===== config.mk =====
export PLATFORM = sky130hd
export DESIGN_NAME = pabs_unit
export DESIGN_NICKNAME = d
export VERILOG_FILES = /design/src/rtl/pabs_pkg.sv /design/src/rtl/pabs_abs_slice.sv /design/src/rtl/pabs_lane_ctl.sv /design/src/rtl/pabs_unit.sv
export SDC_FILE = /design/constraint.sdc
export NUM_CORES = 2
export LEC_CHECK = 0
export BUFFER_PORTS_ARGS = -buffer_cell sky130_fd_sc_hd__buf_2
export CAP_MARGIN = 10
export CORE_AREA = 2 2 630 632
export CTS_CLUSTER_DIAMETER = 100
export CTS_CLUSTER_SIZE = 28
export DETAILED_ROUTE_END_ITERATION = 10
export DIE_AREA = 0 0 632 634
export HOLD_SLACK_MARGIN = 0.05
export MAX_ROUTING_LAYER = met4
export PLACE_DENSITY = 0.38
export SLEW_MARGIN = 25
export SYNTH_ARGS = -nofsm -noshare
export SYNTH_HDL_FRONTEND = slang
export SYNTH_SLANG_ARGS = --single-unit

===== constraint.sdc =====
create_clock -name clk -period 6.4 [get_ports clk]
set_input_delay 1.28 -clock clk [delete_from_list [all_inputs] [get_ports clk]]
set_output_delay 1.28 -clock clk [all_outputs]
set_load 0.02 [all_outputs]

===== src/rtl/pabs_pkg.sv =====
package pabs_pkg;
    typedef enum logic [1:0] {
        LS_B8  = 2'd0,
        LS_B16 = 2'd1,
        LS_B32 = 2'd2,
        LS_B64 = 2'd3
    } lane_sz_e;

    typedef enum logic [1:0] {
        VL_Q   = 2'd0,
        VL_H   = 2'd1,
        VL_F   = 2'd2,
        VL_RSV = 2'd3
    } vlen_e;

    typedef enum logic [1:0] {
        ST_IDLE  = 2'd0,
        ST_DONE  = 2'd1,
        ST_FAULT = 2'd2
    } out_state_e;

    localparam logic [3:0] SPEC_LEGAL = 4'b1111;
    localparam int         NUM_SIZES  = 4;
    localparam int         MIN_LANE   = 8;
endpackage


===== src/rtl/pabs_abs_slice.sv =====
module pabs_abs_slice #(
    parameter int VW      = 512,
    parameter int LW      = 8,
    parameter bit BCST_OK = 1'b0
) (
    input  logic [VW-1:0] src,
    input  logic          bcst,
    output logic [VW-1:0] mag
);
    localparam int NL = VW / LW;

    logic use_b;
    assign use_b = BCST_OK ? bcst : 1'b0;

    for (genvar j = 0; j < NL; j++) begin : g_lane
        logic [LW-1:0] lin;
        assign lin = use_b ? src[LW-1:0] : src[j*LW +: LW];
        assign mag[j*LW +: LW] = lin[LW-1] ? (~lin + 1'b1) : lin;
    end
endmodule


===== src/rtl/pabs_lane_ctl.sv =====
module pabs_lane_ctl import pabs_pkg::*; #(
    parameter int VW = 512
) (
    input  logic [1:0]        lane_sz,
    input  logic [1:0]        vl_eff,
    input  logic              mask_on,
    input  logic              zero_mode,
    input  logic              new_enc,
    input  logic [VW/8-1:0]   wmask,
    output logic [VW-1:0]     take,
    output logic [VW-1:0]     hold
);
    localparam int VL_Q_W = VW / 4;
    localparam int VL_H_W = VW / 2;

    logic [VW-1:0] sel;
    logic [VW-1:0] in_range;

    for (genvar b = 0; b < VW; b++) begin : g_bit
        logic [NUM_SIZES-1:0] mb;
        assign mb = {wmask[b/(MIN_LANE*8)], wmask[b/(MIN_LANE*4)],
                     wmask[b/(MIN_LANE*2)], wmask[b/MIN_LANE]};
        assign sel[b] = mb[lane_sz];
        if (b < VL_Q_W) begin : g_q
            assign in_range[b] = 1'b1;
        end else if (b < VL_H_W) begin : g_h
            assign in_range[b] = (vl_eff != VL_Q);
        end else begin : g_f
            assign in_range[b] = (vl_eff == VL_F);
        end
    end

    always_comb begin
        take = in_range & (~{VW{mask_on}} | sel);
        hold = ~take & ((~in_range & {VW{~new_enc}}) |
                        (in_range & {VW{~zero_mode}}));
    end
endmodule


===== src/rtl/pabs_unit.sv =====
module pabs_unit import pabs_pkg::*; #(
    parameter int VW = 512
) (
    input  logic            clk,
    input  logic            rst_n,
    input  logic            op_valid,
    input  logic [1:0]      lane_sz,
    input  logic [1:0]      vlen,
    input  logic            new_enc,
    input  logic            mask_en,
    input  logic            zero_mode,
    input  logic            bcast,
    input  logic            src_mem,
    input  logic [3:0]      spec_field,
    input  logic [VW/8-1:0] wmask,
    input  logic [VW-1:0]   src_vec,
    input  logic [VW-1:0]   prev_vec,
    output logic            res_valid,
    output logic            res_illegal,
    output logic [VW-1:0]   res_vec
);
    localparam int LEG_W = VW / 4;

    logic [1:0]    vl_eff;
    logic          mask_on, bc_on, illegal;
    logic [VW-1:0] mag_s [NUM_SIZES];
    logic [VW-1:0] mag, take, hold, nxt;
    out_state_e    state_q, state_d;

    always_comb begin
        if (!new_enc)               vl_eff = VL_Q;
        else if (vlen == VL_RSV)    vl_eff = VL_F;
        else                        vl_eff = vlen;
        mask_on = new_enc & mask_en;
        bc_on   = new_enc & bcast & src_mem;
        illegal = new_enc & (spec_field != SPEC_LEGAL);
    end

    for (genvar s = 0; s < NUM_SIZES; s++) begin : g_size
        pabs_abs_slice #(
            .VW(VW), .LW(MIN_LANE << s), .BCST_OK(s >= 2)
        ) u_slice (
            .src(src_vec), .bcst(bc_on), .mag(mag_s[s])
        );
    end

    assign mag = mag_s[lane_sz];

    pabs_lane_ctl #(.VW(VW)) u_ctl (
        .lane_sz(lane_sz), .vl_eff(vl_eff), .mask_on(mask_on),
        .zero_mode(zero_mode), .new_enc(new_enc), .wmask(wmask),
        .take(take), .hold(hold)
    );

    assign nxt = (mag & take) | (prev_vec & hold);

    // next-state logic
    always_comb begin
        state_d = ST_IDLE;
        unique case (state_q)
            ST_IDLE, ST_DONE, ST_FAULT: begin
                if (op_valid) state_d = illegal ? ST_FAULT : ST_DONE;
                else          state_d = ST_IDLE;
            end
            default: state_d = ST_IDLE;
        endcase
    end

    // state register
    always_ff @(posedge clk) begin
        if (!rst_n) state_q <= ST_IDLE;
        else        state_q <= state_d;
    end

    // outputs
    always_ff @(posedge clk) begin
        if (!rst_n)                   res_vec <= '0;
        else if (op_valid && !illegal) res_vec <= nxt;
    end

    assign res_valid   = (state_q != ST_IDLE);
    assign res_illegal = (state_q == ST_FAULT);

    p_reset_clear_r1: assert property (@(posedge clk)
        !rst_n |=> (!res_valid && !res_illegal && res_vec == '0));

    p_valid_lat_r2: assert property (@(posedge clk) disable iff (!rst_n)
        op_valid |=> res_valid);

    p_idle_drop_r2: assert property (@(posedge clk) disable iff (!rst_n)
        !op_valid |=> (!res_valid && $stable(res_vec)));

    p_merge_lane0_r6: assert property (@(posedge clk) disable iff (!rst_n)
        (op_valid && new_enc && spec_field == SPEC_LEGAL && mask_en &&
         !zero_mode && !wmask[0])
        |=> res_vec[7:0] == $past(prev_vec[7:0]));

    p_zero_lane0_r7: assert property (@(posedge clk) disable iff (!rst_n)
        (op_valid && new_enc && spec_field == SPEC_LEGAL && mask_en &&
         zero_mode && !wmask[0])
        |=> res_vec[7:0] == 8'h00);

    p_upper_clear_r10: assert property (@(posedge clk) disable iff (!rst_n)
        (op_valid && new_enc && spec_field == SPEC_LEGAL && vlen == VL_Q)
        |=> res_vec[VW-1:LEG_W] == '0);

    p_legacy_keep_r11: assert property (@(posedge clk) disable iff (!rst_n)
        (op_valid && !new_enc)
        |=> res_vec[VW-1:LEG_W] == $past(prev_vec[VW-1:LEG_W]));

    p_illegal_hold_r12: assert property (@(posedge clk) disable iff (!rst_n)
        (op_valid && new_enc && spec_field != SPEC_LEGAL)
        |=> (res_illegal && res_valid && $stable(res_vec)));
endmodule


# Yosys cells after proc, flatten, opt, wreduce, memory -nomap -nowiden
# Index checks and enable logic that the tools add are counted.
# totals
ff_bits	514
out_inout_bits	514
word_cells	551
# classes
add_sub_neg	120
magnitude_cmp	2
n_eq_ne	5
muxes	276
bitwise_logic	139
reduce_logical	7
# ops
operator	n
$and A512 B512 Y512	6
$not A512 Y512	3
$or A512 B512 Y512	3
$bmux W512 S2	1
$mux W512	2
$mux W32	31
$mux W64	15
$add A16 B1 Y16 const B	32
$add A32 B1 Y32 const B	16
$add A64 B1 Y64 const B	8
$add A8 B1 Y8 const B	64
$mux W16	32
$mux W8	64
$not A16 Y16	32
$not A32 Y32	16
$not A64 Y64	8
$not A8 Y8	64
$bmux W1 S2	64
$mux W1	64
$eq A2 B2 Y1 const B	3
$mux W2	3
$and A1 B1 Y1	4
$ne A4 B4 Y1 const B	1
$reduce_bool A2 Y1	2
10 further kinds	11

# Depth between registers and ports, before layout
# depth
depth_word	11
depth_mapped	21

# Modules after synthesis
# A second synthesis with hierarchy kept.
# hier_totals
cells_unflattened	14300
area_unflattened_um2	106483.4
# modules_own_cells
module	instances	cells_each	area_each_um2
pabs_unit	1	4628	43715.7
pabs_abs_slice (g_size[3].u_slice)	1	2948	18622.9
pabs_abs_slice (g_size[2].u_slice)	1	2663	16567.1
pabs_abs_slice (g_size[1].u_slice)	1	1444	9487.8
pabs_abs_slice (g_size[0].u_slice)	1	1343	9242.6
pabs_lane_ctl	1	1274	8847.2

# Worst setup path before layout
# No wires, ideal clock.
# synth_path
path_kind	input -> register
startpoint	input port bcast
endpoint	register res_vec[126]
setup_ps	123
t_arrival_ps	5216
required_time_ps	6277
slack_ps	1062
stages	21
n_path_buf	10
path_cell_list	buf_2 -> nand3_2 -> buf_4 -> buf_2 -> buf_2 -> buf_2 -> buf_2 -> buf_2 -> buf_2 -> buf_1 -> buf_1 -> a21oi_1 -> ha_1 -> nor4b_1 -> mux2_2 -> nand4_1 -> nor4b_1 -> a31oi_1 -> xnor2_1 -> a221oi_1 -> nor2_1
# synth_via
elab_chain_len	11
word_cells_on_any_way	15
cone_classes	2 x add/sub; 7 x mux; 6 x bitwise
# synth_rtl
element	line_no	text
start: declaration	pabs_unit.sv:12	input logic bcast,
$and A1 B1 Y1 * (2 in series)	pabs_unit.sv:35	bc_on = new_enc & bcast & src_mem;
$mux W64 or $mux W32 (tied branches)	pabs_abs_slice.sv:17	assign lin = use_b ? src[LW-1:0] : src[j*LW +: LW];
$not A64 Y64 or $not A32 Y32 (tied branches)	pabs_abs_slice.sv:18	assign mag[j*LW +: LW] = lin[LW-1] ? (~lin + 1'b1) : lin;
$add A64 B1 Y64 or $add A32 B1 Y32 (tied branches)	pabs_abs_slice.sv:18	
$mux W64 or $mux W32 (tied branches)	pabs_abs_slice.sv:18	
$bmux W512 S2 *	pabs_unit.sv:47	assign mag = mag_s[lane_sz];
$mux W512 (not written as such) * (2 in series)	pabs_unit.sv:47	
$and A512 B512 Y512 *	pabs_unit.sv:55	assign nxt = (mag & take) | (prev_vec & hold);
$or A512 B512 Y512 *	pabs_unit.sv:55	
end signal: assignment	pabs_unit.sv:78	else if (op_valid && !illegal) res_vec <= nxt;
end: declaration	pabs_unit.sv:20	output logic [VW-1:0] res_vec
# Mark *: on every way between the ends. The rest lies on a longest branch, timed or not. The select of a mux whose other input is x is not followed.
# A chain may end at the register's enable or synchronous reset.

# Worst setup path in the final report
# layout_path
startpoint	input port src_mem
endpoint	register res_vec[479]
# layout_via
elab_chain_len	10
word_cells_on_any_way	14
cone_classes	2 x add/sub; 7 x mux; 5 x bitwise
# layout_rtl
element	line_no	text
start: declaration	pabs_unit.sv:13	input logic src_mem,
$and A1 B1 Y1 *	pabs_unit.sv:35	
$mux W64 or $mux W32 (tied branches)	pabs_abs_slice.sv:17	
$not A64 Y64 or $not A32 Y32 (tied branches)	pabs_abs_slice.sv:18	
$add A64 B1 Y64 or $add A32 B1 Y32 (tied branches)	pabs_abs_slice.sv:18	
$mux W64 or $mux W32 (tied branches)	pabs_abs_slice.sv:18	
$bmux W512 S2 *	pabs_unit.sv:47	
$mux W512 (not written as such) * (2 in series)	pabs_unit.sv:47	
$and A512 B512 Y512 *	pabs_unit.sv:55	
$or A512 B512 Y512 *	pabs_unit.sv:55	
# Marks and branches as above.

==> results.md <==
* DR top layer: met4
* Total power at between 15 and 20 mW
* Fin nets at roughly 14000
* Final Hold Violating Endpoints at 0
* Clk_lat worst skew at about 0.86 ns
* Die Ht at 634 um
* Final Slew Violations at 0
* DRT Wirelength at ~900 mm
* Worst Hold Class: register to register
* Post-route ant nets at 0
* Sequential share of the synthesized area at 0.144
* Vias/cell at between 6 and 7
* Wl on met1 at approximately 330 mm
* Number of synthesized flops with an enable pin at 0
* Status: complete, no violations
* Starting Density at 0.182
* Final setup vio count at 0
* Row cnt at 231
* Fillers at about 46000
* Post-cts resize count at 0
* Commonest non-fill, non-tap cell in the layout: a21oi_1
* Max-cap violations at 0
* Layout cells sized above 1 at 0.221
* Port Buffers at 1617
* TritonRoute pass-1 iters at 8
* CTS Hold Bufs at 0
* Clk sinks at 514
* CTS tree: yes
* Vias in the first global route at approximately 100k
* Core area at between 300000 and 400000 um^2
* Critical path's top delay family: buffers and inverters
* Commonest cells after routing, fill and taps aside: a21oi_1 (1735), buf_2 (1612), nand2_1 (1019)
* IO Pins at 1618
* Root Buffer: clkbuf_16
* Initial antenna violation count at 515
* Slew margin rel. at 0.141
* DR vias at 110427
* First-pass GRT wire length at about 1100 mm
* CTS Buf Count at 75
* Synth Register Bits at 514
* Critical path required time at slightly above 7 ns
* Ys Warns at 0
* Worst-Margin Slew at around 1.3 ns
* CP peak stage delay at 0.78 ns
* CP max stage cell: a2111oi_0
* Die Wd at approximately 630 um
* CP Capture Type: register
* Area delta synth->final at 29.0%
* Total Routing Usage GR at 0.427
* Critical path startpoint category: primary input
* Kind of critical path: primary input to register
* Buf/Inv on CP at 5
* Gate Count Post-Synth at around 11000
* CP arrival at around 6 ns
* Crit path cell chain: buf_4 -> nand3_4 -> buf_12 -> buf_4 -> buf_4 -> mux2i_1 -> a2111oi_0 -> buf_4 -> nand3_1 -> a21oi_1 -> ha_1 -> mux2i_1 -> mux2_2 -> a21oi_1 -> nor2_1 -> a21oi_1 -> a21oi_1
* Synthesized net count at ~12000
* WL per Instance at roughly 48 um
* Fmax at approximately 190 MHz
* Final Cycle Share at 0.807
* Cell area power density at 178 nW/um^2
* RSZ-0062 raised after global routing: no
* Worst IR Drop VDD at about 190 uV
* Worst-path clk slew at 0.10 ns
* Met2 Wirelength at around 360 mm
* Synth top area share at 0.144
* Longest Clk Path Bufs at 4
* Mean Syn Cell Area at 6.48 um^2
* Yosys top cell by area: dfxtp_1
* Synth area leaders: dfxtp_1 (14%), a21oi_1 (12%), xnor2_1 (5.9%)
* Iter 0 DRT Violations at roughly 18000
* H-tree depth at 3
* Async S/R FF share, synth at 0
* Synthesized cell area at ~72000 um^2
* Hpwl dp at 706 mm
* Worst Skew at around 0.0000046 ns
* GRT Residual Overflow at 0
* Largest net degree at the start of global routing at 146
* Full die area at about 400000 um^2
* Netlist cell types at 107
* Final min period at just over 5 ns
* Postcts setup bufs at 0
* Max FO, Critical Path at 40
* Sum Neg Setup Slack at 0 ns
* Leak Pwr at 36.3 nW
* Ys flop type: dfxtp_1
* RePlAce Congestion at approximately 1.1
* Met3 WL at approximately 100 mm
* DR DRC count at 0
## power breakdown
group / total (mW) / internal (mW) / switching (mW)
logic: 7.68 / 2.08 / 5.60
clock network: 5.16 / 2.53 / 2.64
registers: 3.60 / 3.43 / 0.170
total: 16.4 / 8.04 / 8.41
## kinds of logic (layout without fill, tap and decap cells)
| group | Yosys count | count (layout) | synth area share |
|---|---|---|---|
| simple gates | 3645 | 3645 | 0.242 |
| buf+inv | 1301 | 2671 | 0.0709 |
| other cells | 0 | 442 | 0 |
| fa+ha+maj | 120 | 120 | 0.0209 |
| compound gates | 4339 | 4339 | 0.375 |
| xor+xnor | 875 | 875 | 0.107 |
| flops | 514 | 514 | 0.144 |
| mux | 277 | 277 | 0.0406 |
## metal layers
| layer | vias to the layer above | track usage |
|---|---|---|
| li1 | 44474 | - |
| met1 | 55192 | 0.489 |
| met2 | 8523 | 0.599 |
| met3 | 2238 | 0.152 |
| met4 | 0 | 0.343 |
| met5 | - | - |
## worst register-to-register path, delay by kind of cell (launching register included)
kind               cells  cell delay (ns)
AOI/OAI and AO/OA      4             0.82
DFF                    1             0.61
## metrics by stage
step           instance area [um^2]  hold WS, ns  instances  utilization  worst slack, ns
6_report                      92500        0.465      18125        0.235             1.23
5_1_grt                       92400        0.488      18062        0.234             1.22
4_1_cts                       91400        0.462      17683        0.232             1.51
3_5_place_dp                  88700        0.443      17552        0.225            0.603
3_3_place_gp                  88400        0.442      17544        0.224            0.320
2_1_floorplan                 71700        0.522      11071            -             1.06
## final cells by class
class | instances | area (um^2) | share of cell area
multi-input combinational | 9256 | 57000 | 0.616
timing repair buffer | 2308 | 13900 | 0.151
sequential | 514 | 10300 | 0.111
tap | 5242 | 6560 | 0.0709
clock buffer | 80 | 1960 | 0.0212
antenna | 442 | 1110 | 0.0120
inverter | 232 | 886 | 0.00957
clock inverter | 51 | 782 | 0.00845
## final timing paths
check / from / end / slack [ns] / depth (start not counted)
max: src_mem / res_vec[479]$_SDFFE_PN0P_ / 1.23 / 17
min: res_vec[2]$_SDFFE_PN0P_ / res_vec[2]$_SDFFE_PN0P_ / 0.46 / 2
max reg2reg: res_vec[167]$_SDFFE_PN0P_ / res_vec[167]$_SDFFE_PN0P_ / 4.89 / 4
min reg2reg: res_vec[2]$_SDFFE_PN0P_ / res_vec[2]$_SDFFE_PN0P_ / 0.46 / 2
## cells in the mapped netlist, drive strengths merged (137+ instances only)
cell,instances
a211oi,184
or3,138
dfxtp,514
xor2,396
mux2i,211
nand2,1029
xnor2,479
nand3,326
nor3,385
clkbuf,818
a31oi,268
nor4,180
a21oi,1747
o21ai,803
buf,251
a221oi,137
inv,228
nor2,988
## registers in the layout (all words and copies together), names as in the netlist
| signal | flops |
|---|---|
| state_q | 2 |
| res_vec | 512 |
Note: power is estimated with default switching activity, not from simulation.
